<file path="src/rtl/mscan_pkg.sv">
package mscan_pkg;
   typedef enum logic [1:0] {
      ST_IDLE   = 2'd0,
      ST_SETTLE = 2'd1,
      ST_GATE   = 2'd2
   } mscan_st_e;
endpackage

</file>
<file path="src/rtl/mscan_seq.sv">
module mscan_seq
   import mscan_pkg::*;
#(
   parameter int VW   = 4,
   parameter int PW   = 3,
   parameter int GW   = 8,
   parameter int SW   = 4,
   parameter int NV   = 16,
   parameter int NPOS = 24,
   parameter int IW   = 5
) (
   input  logic          clk,
   input  logic          rst_n,
   input  logic          start,
   input  logic [VW-1:0] ctr_vcode,
   input  logic [PW-1:0] ctr_pcode,
   input  logic [GW-1:0] gate_len,
   input  logic [SW-1:0] settle_len,
   output mscan_st_e     state,
   output logic [IW-1:0] pos,
   output logic          last_gate,
   output logic [VW-1:0] vcode,
   output logic [PW-1:0] pcode,
   output logic          done
);
   localparam logic [IW-1:0] LAST_POS = IW'(NPOS - 1);
   localparam logic [IW-1:0] NV_I     = IW'(NV);

   logic [SW-1:0] settle_cnt;
   logic [GW-1:0] gate_cnt;
   logic [VW-1:0] cv_q;
   logic [PW-1:0] cp_q;
   logic [IW-1:0] npos;
   logic [VW-1:0] nv;
   logic [PW-1:0] np;
   logic          idle;

   assign idle      = (state == ST_IDLE);
   assign last_gate = (state == ST_GATE) && (gate_cnt == '0);

   // codes for the next position to visit
   always_comb begin
      npos = idle ? '0 : pos + 1'b1;
      if (npos < NV_I) begin
         nv = npos[VW-1:0];
         np = idle ? ctr_pcode : cp_q;
      end else begin
         nv = idle ? ctr_vcode : cv_q;
         np = PW'(npos - NV_I);
      end
   end

   always_ff @(posedge clk) begin
      if (!rst_n) begin
         state      <= ST_IDLE;
         pos        <= '0;
         settle_cnt <= '0;
         gate_cnt   <= '0;
         cv_q       <= '0;
         cp_q       <= '0;
         vcode      <= '0;
         pcode      <= '0;
         done       <= 1'b0;
      end else begin
         done <= 1'b0;
         case (state)
            ST_IDLE: begin
               if (start) begin
                  cv_q       <= ctr_vcode;
                  cp_q       <= ctr_pcode;
                  pos        <= npos;
                  vcode      <= nv;
                  pcode      <= np;
                  settle_cnt <= settle_len;
                  state      <= ST_SETTLE;
               end
            end
            ST_SETTLE: begin
               if (settle_cnt == '0) begin
                  gate_cnt <= gate_len;
                  state    <= ST_GATE;
               end else begin
                  settle_cnt <= settle_cnt - 1'b1;
               end
            end
            ST_GATE: begin
               if (gate_cnt == '0) begin
                  if (pos == LAST_POS) begin
                     state <= ST_IDLE;
                     done  <= 1'b1;
                  end else begin
                     pos        <= npos;
                     vcode      <= nv;
                     pcode      <= np;
                     settle_cnt <= settle_len;
                     state      <= ST_SETTLE;
                  end
               end else begin
                  gate_cnt <= gate_cnt - 1'b1;
               end
            end
            default: state <= ST_IDLE;
         endcase
      end
   end
endmodule

</file>
<file path="src/rtl/mscan_cnt.sv">
module mscan_cnt #(
   parameter int CW = 8
) (
   input  logic          clk,
   input  logic          rst_n,
   input  logic          clr,
   input  logic          en,
   input  logic          hit,
   output logic [CW-1:0] sum
);
   localparam logic [CW-1:0] CMAX = {CW{1'b1}};

   logic [CW-1:0] acc;

   // running total including the current cycle, held at all-ones
   assign sum = (acc == CMAX) ? CMAX : acc + CW'(hit);

   always_ff @(posedge clk) begin
      if (!rst_n)   acc <= '0;
      else if (clr) acc <= '0;
      else if (en)  acc <= sum;
   end
endmodule

</file>
<file path="src/rtl/mscan_store.sv">
module mscan_store #(
   parameter int CW   = 8,
   parameter int NPOS = 24,
   parameter int IW   = 5
) (
   input  logic          clk,
   input  logic          rst_n,
   input  logic          we,
   input  logic [IW-1:0] widx,
   input  logic [CW-1:0] wdata,
   input  logic [IW-1:0] ridx,
   output logic [CW-1:0] rdata
);
   logic [NPOS*CW-1:0] flat;

   for (genvar g = 0; g < NPOS; g++) begin : g_ent
      logic [CW-1:0] q;
      always_ff @(posedge clk) begin
         if (!rst_n)                        q <= '0;
         else if (we && widx == IW'(g))     q <= wdata;
      end
      assign flat[g*CW +: CW] = q;
   end

   always_comb begin
      rdata = '0;
      if (int'(ridx) < NPOS) rdata = flat[int'(ridx)*CW +: CW];
   end
endmodule

</file>
<file path="src/rtl/mscan_top.sv">
module mscan_top
   import mscan_pkg::*;
#(
   parameter int VW = 4,
   parameter int PW = 3,
   parameter int CW = 8,
   parameter int GW = 8,
   parameter int SW = 4,
   localparam int NV   = 1 << VW,
   localparam int NP   = 1 << PW,
   localparam int NPOS = NV + NP,
   localparam int IW   = $clog2(NPOS)
) (
   input  logic          clk,
   input  logic          rst_n,
   input  logic          start,
   input  logic          main_bit,
   input  logic          scan_bit,
   input  logic [VW-1:0] ctr_vcode,
   input  logic [PW-1:0] ctr_pcode,
   input  logic [GW-1:0] gate_len,
   input  logic [SW-1:0] settle_len,
   input  logic [IW-1:0] rd_idx,
   output logic [VW-1:0] scan_vcode,
   output logic [PW-1:0] scan_pcode,
   output logic          busy,
   output logic          done,
   output logic [CW-1:0] rd_count
);
   if (VW < 1 || VW > 8) begin : g_bad_vw
      $error("mscan_top: VW must lie in 1..8");
   end
   if (PW < 1 || PW > 8) begin : g_bad_pw
      $error("mscan_top: PW must lie in 1..8");
   end
   if (CW < 1 || GW < 1 || SW < 1) begin : g_bad_w
      $error("mscan_top: CW, GW and SW must be at least 1");
   end

   mscan_st_e     state;
   logic [IW-1:0] pos;
   logic          last_gate;
   logic [CW-1:0] sum;

   mscan_seq #(
      .VW(VW), .PW(PW), .GW(GW), .SW(SW), .NV(NV), .NPOS(NPOS), .IW(IW)
   ) u_seq (
      .clk        (clk),
      .rst_n      (rst_n),
      .start      (start),
      .ctr_vcode  (ctr_vcode),
      .ctr_pcode  (ctr_pcode),
      .gate_len   (gate_len),
      .settle_len (settle_len),
      .state      (state),
      .pos        (pos),
      .last_gate  (last_gate),
      .vcode      (scan_vcode),
      .pcode      (scan_pcode),
      .done       (done)
   );

   mscan_cnt #(.CW(CW)) u_cnt (
      .clk   (clk),
      .rst_n (rst_n),
      .clr   (state == ST_SETTLE),
      .en    (state == ST_GATE),
      .hit   (main_bit ^ scan_bit),
      .sum   (sum)
   );

   mscan_store #(.CW(CW), .NPOS(NPOS), .IW(IW)) u_store (
      .clk   (clk),
      .rst_n (rst_n),
      .we    (last_gate),
      .widx  (pos),
      .wdata (sum),
      .ridx  (rd_idx),
      .rdata (rd_count)
   );

   assign busy = (state != ST_IDLE);
endmodule

</file>
<file path="config.mk">
export PLATFORM = sky130hd
export DESIGN_NAME = mscan_top
export DESIGN_NICKNAME = d
export VERILOG_FILES = /design/src/rtl/mscan_pkg.sv /design/src/rtl/mscan_seq.sv /design/src/rtl/mscan_cnt.sv /design/src/rtl/mscan_store.sv /design/src/rtl/mscan_top.sv
export SDC_FILE = /design/constraint.sdc
export NUM_CORES = 1
export LEC_CHECK = 0
export BUFFER_PORTS_ARGS = -buffer_cell sky130_fd_sc_hd__buf_2
export CAP_MARGIN = 5
export CORE_ASPECT_RATIO = 1.75
export CORE_MARGIN = 8
export CORE_UTILIZATION = 55
export CTS_CLUSTER_SIZE = 25
export DETAILED_ROUTE_END_ITERATION = 8
export GPL_ROUTABILITY_DRIVEN = 0
export GPL_TIMING_DRIVEN = 0
export PLACE_DENSITY = 0.75
export SYNTH_ARGS = -nofsm -noshare
export SYNTH_HDL_FRONTEND = slang
export SYNTH_HIERARCHICAL = 1
export SYNTH_SLANG_ARGS = --single-unit
</file>
<file path="constraint.sdc">
create_clock -name clk -period 6.72 [get_ports clk]
set_clock_uncertainty 0.2 [all_clocks]
set_input_delay 1.008 -clock clk [delete_from_list [all_inputs] [get_ports clk]]
set_output_delay 1.008 -clock clk [all_outputs]
set_load 0.01 [all_outputs]
</file>
==> impl_metrics.env, run 1 <==
export IMPL_drtIter0Drc=746
export IMPL_ys_flop_type="dfxtp_1"
export IMPL_vias_per_cell=6.24
export IMPL_clock_latency_ns=0.52
export IMPL_run_status="completed"
export IMPL_synth_net_count=1296
export IMPL_dp_final_hpwl_mm=25.9
export IMPL_tritoncts_clock_tree="done"
export IMPL_timing_worst_slew_pin_value_ns=0.996
export IMPL_detail_route_first_pass_iterations=5
export IMPL_power_ir_vdd_worst_mv=0.240
export IMPL_htree_num_levels=1
export IMPL_detail_route_antenna_nets=0
export IMPL_design_core_area_mm2=0.0208
export IMPL_hold_path_class="reg -> reg"
export IMPL_worst_slew_margin_rel=0.317
export IMPL_synth_lib_cells_used_distinct=75
export IMPL_timing_critical_path_slowest_stage_cell="clkbuf_1"
export IMPL_routed_wl_mm=34.8
export IMPL_numClockSinks=234
export IMPL_final_max_slew_viol_count=0
export IMPL_largest_net_degree_at_the_start_of_global_routing=15
export IMPL_critical_path_top_delay_family="buffers and inverters"
export IMPL_yosysWarningCount=6
export IMPL_die_area_mm2=0.0262
export IMPL_drv_cap=0
export IMPL_globalRoute_totalOverflow=0
export IMPL_number_of_cts_inserted_buffers=23
export IMPL_depth_of_the_critical_timing_path_with_buffers_and_inverters_included=7
export IMPL_fraction_of_layout_instances_using_a_drive_strength_above_1=0.136
export IMPL_rsz0062_at_grt="false"
export IMPL_power_share_sequential=0.440
export IMPL_filler_cell_count=1810
export IMPL_post_synth_top_cells="dfxtp_1 (234), nand2_1 (204), a21boi_0 (143)"
export IMPL_post_route_min_period_ns=4.24
export IMPL_cp_max_fo=10
export IMPL_hold_violations=0
export IMPL_p_clk_frac=0.393
export IMPL_die_h_um=208
export IMPL_post_route_drc_count=0
export IMPL_nets=1364
export IMPL_worst_setup_path_start_kind="primary input"
export IMPL_share_comb_of_total_power=0.167
export IMPL_synth_largest_area_cell="dfxtp_1"
export IMPL_timing_critical_path_buf_inv=4
export IMPL_routed_wire_length_per_instance_um=21.8
export IMPL_final_period_utilization=0.631
export IMPL_critPathCapture="rd_count[1]"
export IMPL_synth_edf_count=0
export IMPL_floorplan_io_pins=46
export IMPL_postCtsSetupRepairBufs=0
export IMPL_critPathCaptureType="output pin"
export IMPL_diodes=0
export IMPL_clockBufferDepth=3
export IMPL_final_critical_path_setup_slack_ns=2.48
export IMPL_clk_root_buffer_cell="clkbuf_16"
export IMPL_grt_total_usage=0.260
export IMPL_postSynth_asyncResetShare=0
export IMPL_crit_start="rd_idx[1]"
export IMPL_report_final_setup_viol=0
export IMPL_finish_utilization=0.619
export IMPL_port_buffer_count=43
export IMPL_fraction_of_the_yosys_area_taken_by_sequential_cells=0.404
export IMPL_first_pass_grt_wire_length_mm=54.3
export IMPL_clkTransAtPathRegs_ns=0.06
export IMPL_p_int_mw=2.41
export IMPL_r2r_end="u_store/g_ent[20].q[0]"
export IMPL_worst_endpoint_arrival_ns=3.03
export IMPL_dieWidth_um=126
export IMPL_placementRows=70
export IMPL_post_synth_main_area_contributors="dfxtp_1 (40%), a21boi_0 (9.2%), mux2i_1 (7.2%)"
export IMPL_syn_area_mm2=0.0116
export IMPL_floorplan_initialDensity=0.557
export IMPL_synth_most_common_cell="dfxtp_1"
export IMPL_critPathMaxStageDelay_ns=0.66
export IMPL_synth_top_area_frac=0.404
export IMPL_reg2reg_depth=9
export IMPL_vias=9955
export IMPL_path_cells="buf_2 > buf_4 > clkbuf_1 > mux4_2 > mux2i_1 > o21ai_1 > buf_2"
export IMPL_worst_path_most_repeated_cell="buf_2"
export IMPL_max_freq_mhz=236
export IMPL_pre_cts_slack_ns=2.56
export IMPL_r2r_start="u_seq/gate_cnt[2]"
export IMPL_cellLeakagePower_nw=4.48
export IMPL_hold_buffers=0
export IMPL_timing_setup_tns_ns=0
export IMPL_r2r_setup_slack_ns=3.37
export IMPL_worst_setup_path_type="in -> out"
export IMPL_number_of_global_route_vias_before_repair=10014
export IMPL_netSwitchingPower_mw=0.934
export IMPL_synthCells=1261
export IMPL_p_per_area_mw_per_mm2=259
export IMPL_layout_overhead_on_the_synthesized_area_pct=11.1
export IMPL_design_power_total_mw=3.34
export IMPL_synthesis_area_per_instance_um2=9.21
export IMPL_p_sw_frac=0.280
export IMPL_synth_ff_latch_count=234
export IMPL_postCtsResizedCells=0
export IMPL_cp_required_ns=5.51
export IMPL_antenna_violations_before_repair=0
## sequential cells by signal (all words and copies together), names as in the netlist
register,flops
u_seq/done,1
u_seq/vcode,4
u_seq/pos,5
u_seq/pcode,3
u_seq/settle_cnt,4
u_seq/state,2
u_store/g_ent.q,192
u_seq/gate_cnt,8
u_cnt/acc,8
u_seq/cv_q,4
u_seq/cp_q,3
## how the worst min path moves through the flow
stage,start,depth (start not counted),endpoint,slack (ns)
3_3_place_gp,u_seq/cp_q[1],2,u_seq/cp_q[1],0.24
5_1_grt,u_store/g_ent[8].q[7],2,u_store/g_ent[8].q[7],0.29
6_report,u_seq/cp_q[0],2,u_seq/cp_q[0],0.26
4_1_cts,u_seq/cp_q[0],2,u_seq/cp_q[0],0.26
2_1_floorplan,u_seq/cp_q[0],2,u_seq/cp_q[0],0.23
3_5_place_dp,u_seq/cp_q[0],2,u_seq/cp_q[0],0.25
## worst min-delay path, stage by stage, from the launching register on
cell and delay [ns]:
dfxtp_1 0.31, nand2_1 0.05, a21oi_1 0.05
## final cells by class
| cell class | count | area (um^2) | share of cell area |
|---|---|---|---|
| Timing Repair Buffer | 43 | 215 | 0.0167 |
| Sequential cell | 234 | 4680 | 0.363 |
| Inverter | 11 | 41.3 | 0.00320 |
| Multi-Input combinational cell | 902 | 6340 | 0.491 |
| Tap cell | 252 | 315 | 0.0244 |
| Buffer | 114 | 547 | 0.0424 |
| Clock buffer | 32 | 669 | 0.0519 |
| Clock inverter | 7 | 91.3 | 0.00708 |
## cell usage in the layout (no fill, tap or decap), types with 4 or more instances in the layout
cell type,instances
buf_6,6
buf_4,8
mux2i_1,83
a21boi_0,143
a2bb2oi_1,9
mux4_2,34
clkbuf_8,6
o21ai_0,64
nor2b_1,63
o22ai_1,4
dfxtp_1,234
nand4_1,4
nand2_1,204
clkbuf_16,23
nor2_1,26
o21ai_1,4
o32ai_1,5
nand3_1,113
a31oi_1,8
buf_1,7
mux2_2,12
a211oi_1,4
a21oi_1,27
a32oi_1,9
clkbuf_1,73
buf_2,65
mux4_1,6
inv_1,11
nand2b_1,6
ha_1,6
o31ai_1,4
## per-layer routing
| layer | wire length, um | part of all wire | up-vias | track usage |
|---|---|---|---|---|
| met5 | 0 | 0 | - | 0 |
| met4 | 2710 | 0.078 | 0 | 0.198 |
| met3 | 2000 | 0.058 | 138 | 0.0348 |
| met2 | 17600 | 0.51 | 420 | 0.470 |
| met1 | 12400 | 0.36 | 4775 | 0.268 |
| li1 | - | - | 4622 | - |
## power groups by stage
stage	logic [mW]	registers [mW]	clock network, mW
final	0.557	1.47	1.31
after global routing	0.601	1.47	1.39
after CTS	0.552	1.47	1.33
after floorplan	0.397	1.49	0
after detailed placement	0.550	1.50	0
after global placement	0.544	1.50	0
## logic make-up after synthesis
| kind of cell | share of synthesized area |
|---|---|
| xor gates and xnor gates | 0.00377 |
| adders and majority gates | 0.00647 |
| muxes | 0.163 |
| buffers and inverters | 0.0507 |
| DFF | 0.404 |
| AOI/OAI and AO/OA | 0.177 |
| and+or+nand+nor | 0.196 |
## per-stage QoR
stage          instance area, um^2  std cells  hold slack, ns
6_report                     12900       1595           0.256
5_1_grt                      12900       1595           0.288
4_1_cts                      12900       1595           0.258
3_5_place_dp                 12100       1556           0.248
3_3_place_gp                 12100       1556           0.239
2_1_floorplan                11600       1261           0.234
Note: power is estimated with default switching activity, not from simulation.
==> run 2: changes to the inputs <==
- clock period: 6.72 -> 3.9 ns (I/O delays scaled with it)
==> impl_metrics.env, run 2 (synthesized netlist as in run 1, its figures left out) <==
export IMPL_run_status="completed"
export IMPL_port_buffer_count=43
export IMPL_layout_overhead_on_the_synthesized_area_pct=11.1
export IMPL_routed_wl_mm=34.8
export IMPL_diodes=0
export IMPL_worst_slew_margin_rel=0.316
export IMPL_cp_max_fo=10
export IMPL_post_place_cells=1556
export IMPL_hold_violations=0
export IMPL_postCtsSetupRepairBufs=0
export IMPL_final_max_slew_viol_count=0
export IMPL_floorplan_initialDensity=0.557
export IMPL_nets=1364
export IMPL_clockBufferDepth=3
export IMPL_detail_route_antenna_nets=0
export IMPL_critPathCapture="rd_count[1]"
export IMPL_pre_cts_slack_ns=0.304
export IMPL_worst_setup_path_type="in -> out"
export IMPL_final_period_utilization=0.868
export IMPL_filler_cell_count=1810
export IMPL_path_cells="buf_2 > buf_4 > clkbuf_1 > mux4_2 > mux2i_1 > o21ai_1 > buf_2"
export IMPL_cp_required_ns=3.12
export IMPL_post_route_min_period_ns=3.38
export IMPL_hold_buffers=0
export IMPL_drv_cap=0
export IMPL_critPathCaptureType="output pin"
export IMPL_tritoncts_clock_tree="done"
export IMPL_placementRows=70
export IMPL_clk_root_buffer_cell="clkbuf_16"
export IMPL_worst_setup_path_start_kind="primary input"
export IMPL_detailed_place_area_mm2=0.0121
export IMPL_reg2reg_depth=9
export IMPL_vias_per_cell=6.25
export IMPL_registers_top_by_ff_count="u_store/g_ent.q"
export IMPL_clkTransAtPathRegs_ns=0.06
export IMPL_p_per_area_mw_per_mm2=446
export IMPL_first_pass_grt_wire_length_mm=54.3
export IMPL_netSwitchingPower_mw=1.61
export IMPL_grt_total_usage=0.260
export IMPL_antenna_violations_before_repair=0
export IMPL_most_frequent_standard_cell_in_the_layout_excluding_fill_and_tap_cells="dfxtp_1"
export IMPL_worst_endpoint_arrival_ns=2.60
export IMPL_design_core_area_mm2=0.0208
export IMPL_dp_final_hpwl_mm=25.9
export IMPL_cellLeakagePower_nw=4.48
export IMPL_largest_reg_flops=192
export IMPL_timing_worst_slew_pin_value_ns=0.997
export IMPL_die_h_um=208
export IMPL_dieWidth_um=126
export IMPL_whs_ns=0.0964
export IMPL_final_critical_path_setup_slack_ns=0.516
export IMPL_vias=9965
export IMPL_timing_critical_path_slowest_stage_cell="clkbuf_1"
export IMPL_number_of_cts_inserted_buffers=23
export IMPL_die_area_mm2=0.0262
export IMPL_numClockSinks=234
export IMPL_clock_latency_ns=0.52
export IMPL_number_of_global_route_vias_before_repair=10009
export IMPL_r2r_end="u_store/g_ent[20].q[0]"
export IMPL_detail_route_first_pass_iterations=7
export IMPL_mostFrequentLayoutCells="dfxtp_1 (234), nand2_1 (204), a21boi_0 (143)"
export IMPL_p_clk_frac=0.393
export IMPL_report_final_setup_viol=0
export IMPL_biggestRegsByFlops="u_store/g_ent.q x192, u_cnt/acc x8, u_seq/gate_cnt x8"
export IMPL_floorplan_io_pins=46
export IMPL_fraction_of_layout_instances_using_a_drive_strength_above_1=0.136
export IMPL_r2r_setup_slack_ns=0.59
export IMPL_postCtsResizedCells=0
export IMPL_htree_num_levels=1
export IMPL_hold_path_class="in -> reg"
export IMPL_rsz0062_at_grt="false"
export IMPL_critPathMaxStageDelay_ns=0.65
export IMPL_largest_net_degree_at_the_start_of_global_routing=15
export IMPL_max_freq_mhz=296
export IMPL_postLayoutCellArea_mm2=0.0129
export IMPL_worst_path_most_repeated_cell="buf_2"
export IMPL_post_route_drc_count=0
export IMPL_globalRoute_totalOverflow=0
export IMPL_power_share_sequential=0.440
export IMPL_timing_setup_tns_ns=0
export IMPL_power_ir_vdd_worst_mv=0.414
export IMPL_p_int_mw=4.15
export IMPL_p_sw_frac=0.280
export IMPL_drtIter0Drc=739
export IMPL_crit_start="rd_idx[1]"
export IMPL_r2r_start="u_seq/gate_cnt[2]"
export IMPL_routed_wire_length_per_instance_um=21.8
export IMPL_share_comb_of_total_power=0.167
export IMPL_non_filler_instance_count_after_layout=1595
[run 2: cell counts in the layout (fill, tap and decap cells not counted)]
Identical to the previous run, type by type.
[run 2: cell type report]
type,count,area (um^2),share of cell area
inverters,11,41.3,0.00320
repair buffers,43,215,0.0167
plain buffers,114,547,0.0424
well taps,252,315,0.0244
clock inverters,7,91.3,0.00708
flip-flops and latches,234,4680,0.363
clock buffers,32,669,0.0519
multi-input cells,902,6340,0.491
[run 2: metal layers]
layer | up-vias | part of all wire | track usage
met5 | - | 0 | 0
met2 | 421 | 0.51 | 0.469
li1 | 4620 | - | -
met1 | 4782 | 0.36 | 0.267
met4 | 0 | 0.078 | 0.201
met3 | 142 | 0.054 | 0.0338
[run 2: power groups by stage]
stage               registers (mW)  logic, mW  clock network (mW)
global route                  2.54       1.04                2.40
floorplan                     2.57      0.685                   0
finish                        2.53      0.960                2.26
detailed placement            2.58      0.947                   0
CTS                           2.53      0.952                2.28
global placement              2.58      0.938                   0
[run 2: per-stage QoR]
stage	util	total power, mW
after floorplan	-	3.26
after global placement	0.582	3.52
after detailed placement	0.582	3.53
after CTS	0.619	5.77
after global routing	0.619	5.97
final	0.619	5.76
[run 2: worst min-delay path by stage]
| stage | from | endpoint | slack, ns | depth (start not counted) |
|---|---|---|---|---|
| floorplan | u_seq/cp_q[0] | u_seq/cp_q[0] | 0.23 | 2 |
| global placement | u_seq/cp_q[1] | u_seq/cp_q[1] | 0.24 | 2 |
| detailed placement | u_seq/cp_q[0] | u_seq/cp_q[0] | 0.25 | 2 |
| CTS | ctr_vcode[3] | u_seq/cv_q[3] | 0.09 | 3 |
| global route | ctr_vcode[0] | u_seq/cv_q[0] | 0.1 | 3 |
| finish | ctr_vcode[2] | u_seq/cv_q[2] | 0.1 | 3 |
[run 2: critical path: cells and delay by family]
kind / cells / cell delay [ns]
muxes: 2 / 0.75
AOI/OAI and AO/OA: 1 / 0.12
buffers and inverters: 4 / 1.13
==> run 3: changes to the inputs <==
- CORE_MARGIN: 8 -> default
- CORE_UTILIZATION: 55 -> 30
- PLACE_DENSITY: 0.75 -> 0.48
==> impl_metrics.env, run 3 (synthesized netlist as in run 1, its figures left out) <==
export IMPL_mostFrequentLayoutCells="dfxtp_1 (234), nand2_1 (204), a21boi_0 (143)"
export IMPL_p_per_area_mw_per_mm2=441
export IMPL_filler_cell_count=4027
export IMPL_area_taken_by_multi_input_logic_gates_mm2=0.00634
export IMPL_routed_wl_mm=40.5
export IMPL_vias=9561
export IMPL_grt_total_usage=0.208
export IMPL_non_filler_instance_count_after_layout=1827
export IMPL_hold_path_endpoint="u_seq/cv_q[2]"
export IMPL_wl_met3_mm=1.28
export IMPL_post_place_cells=1789
export IMPL_clock_latency_ns=0.53
export IMPL_globalRoute_totalOverflow=0
export IMPL_max_freq_mhz=278
export IMPL_critPathCaptureType="flip-flop"
export IMPL_dp_final_hpwl_mm=30.5
export IMPL_combined_flip_flop_and_latch_cell_area_mm2=0.00468
export IMPL_holdCritStartpoint="ctr_vcode[2]"
export IMPL_hold_violations=0
export IMPL_drtIter0Drc=562
export IMPL_cp_max_fo=10
export IMPL_die_h_um=262
export IMPL_worst_slew_margin_rel=0.219
export IMPL_design_core_area_mm2=0.0383
export IMPL_detail_route_first_pass_iterations=5
export IMPL_top_layer_used="met4"
export IMPL_finish_utilization=0.344
export IMPL_tritoncts_clock_tree="done"
export IMPL_hold_path_class="in -> reg"
export IMPL_report_final_setup_viol=0
export IMPL_r2r_end="u_store/g_ent[19].q[5]"
export IMPL_run_status="completed"
export IMPL_r2r_start="u_seq/gate_cnt[2]"
export IMPL_post_route_min_period_ns=3.59
export IMPL_number_of_global_route_vias_before_repair=9756
export IMPL_final_critical_path_setup_slack_ns=0.309
export IMPL_layout_overhead_on_the_synthesized_area_pct=13.6
export IMPL_worst_endpoint_arrival_ns=3.81
export IMPL_floorplan_initialDensity=0.303
export IMPL_cp_required_ns=4.12
export IMPL_timing_setup_tns_ns=0
export IMPL_timing_worst_slew_pin_value_ns=1.17
export IMPL_floorplan_io_pins=46
export IMPL_diodes=0
export IMPL_hold_buffers=0
export IMPL_most_frequent_standard_cell_in_the_layout_excluding_fill_and_tap_cells="dfxtp_1"
export IMPL_registers_top_by_ff_count="u_store/g_ent.q"
export IMPL_r2r_setup_slack_ns=0.31
export IMPL_postCtsSetupRepairBufs=0
export IMPL_postCtsResizedCells=0
export IMPL_drv_cap=0
export IMPL_largest_net_degree_at_the_start_of_global_routing=13
export IMPL_port_buffer_count=43
export IMPL_hold_depth=3
export IMPL_vias_per_cell=5.23
export IMPL_fraction_of_layout_instances_using_a_drive_strength_above_1=0.135
export IMPL_clkTransAtPathRegs_ns=0.06
export IMPL_power_ir_vdd_worst_mv=0.335
export IMPL_worst_setup_path_type="reg -> reg"
export IMPL_routed_wl_met2_mm=21.6
export IMPL_clockBufferDepth=3
export IMPL_drt_met1_wl_mm=15.3
export IMPL_nets=1366
export IMPL_worst_setup_path_start_kind="flip-flop"
export IMPL_placementRows=95
export IMPL_first_pass_grt_wire_length_mm=61.2
export IMPL_htree_num_levels=1
export IMPL_dieWidth_um=151
export IMPL_cellLeakagePower_nw=4.48
export IMPL_numClockSinks=234
export IMPL_routed_wire_length_per_instance_um=22.2
export IMPL_die_area_mm2=0.0395
export IMPL_number_of_cts_inserted_buffers=25
export IMPL_clk_root_buffer_cell="clkbuf_16"
export IMPL_antenna_violations_before_repair=0
export IMPL_biggestRegsByFlops="u_store/g_ent.q x192, u_cnt/acc x8, u_seq/gate_cnt x8"
export IMPL_final_period_utilization=0.921
export IMPL_rsz0062_at_grt="false"
export IMPL_reg2reg_depth=10
export IMPL_final_max_slew_viol_count=0
export IMPL_pre_cts_slack_ns=0.0213
export IMPL_post_route_drc_count=0
export IMPL_detail_route_antenna_nets=0
export IMPL_largest_reg_flops=192
==> run 3: cell type report <==
cell class | count | share of cell area
clock buffers | 35 | 0.0556
well taps | 485 | 0.0460
flip-flops and latches | 234 | 0.355
repair buffers | 43 | 0.0163
inverters | 11 | 0.00313
multi-input cells | 902 | 0.481
plain buffers | 114 | 0.0415
clock inverters | 3 | 0.00142
==> run 3: worst max path at each step <==
stage / startpoint / end / slack [ns] / cells after the start
final: u_seq/gate_cnt[2] / u_store/g_ent[19].q[5] / 0.31 / 10
after global routing: u_seq/gate_cnt[2] / u_store/g_ent[19].q[0] / 0.18 / 10
after CTS: u_seq/gate_cnt[2] / u_store/g_ent[19].q[5] / 0.36 / 10
after detailed placement: scan_bit / u_store/g_ent[2].q[6] / 0.02 / 9
after global placement: scan_bit / u_store/g_ent[18].q[6] / 0.04 / 9
after floorplan: u_seq/gate_cnt[2] / u_store/g_ent[19].q[5] / 1.01 / 10
==> run 3: per-stage QoR <==
| stage | total power [mW] | cell area (um^2) | hold slack (ns) |
|---|---|---|---|
| CTS | 5.88 | 13200 | 0.0739 |
| floorplan | 3.26 | 11600 | 0.234 |
| global placement | 3.59 | 12400 | 0.243 |
| finish | 5.81 | 13200 | 0.0951 |
| detailed placement | 3.59 | 12400 | 0.251 |
| global route | 6.06 | 13200 | 0.101 |
==> run 3: layer usage <==
metal | vias to the layer above | GRT usage
li1 | 4616 | -
met5 | - | 0
met1 | 4629 | 0.223
met3 | 93 | 0.0219
met4 | 0 | 0.117
met2 | 223 | 0.388
==> run 3: report_power, final <==
part           internal, mW  leakage [nW]  switching [mW]
Sequential             2.46          1.89          0.0699
Clock                  1.29         0.374           0.979
Combinational         0.359          2.22           0.647
Total                  4.11          4.48            1.70
==> run 3: worst max-delay path: stages (launching register included) <==
cell,delay [ns]
dfxtp_1,0.37
or4_4,0.55
buf_6,0.15
or2_2,0.31
nor2_1,0.37
nor4bb_1,0.57
buf_2,0.33
nor2b_1,0.16
buf_4,0.21
mux2i_1,0.20
nor2b_1,0.07
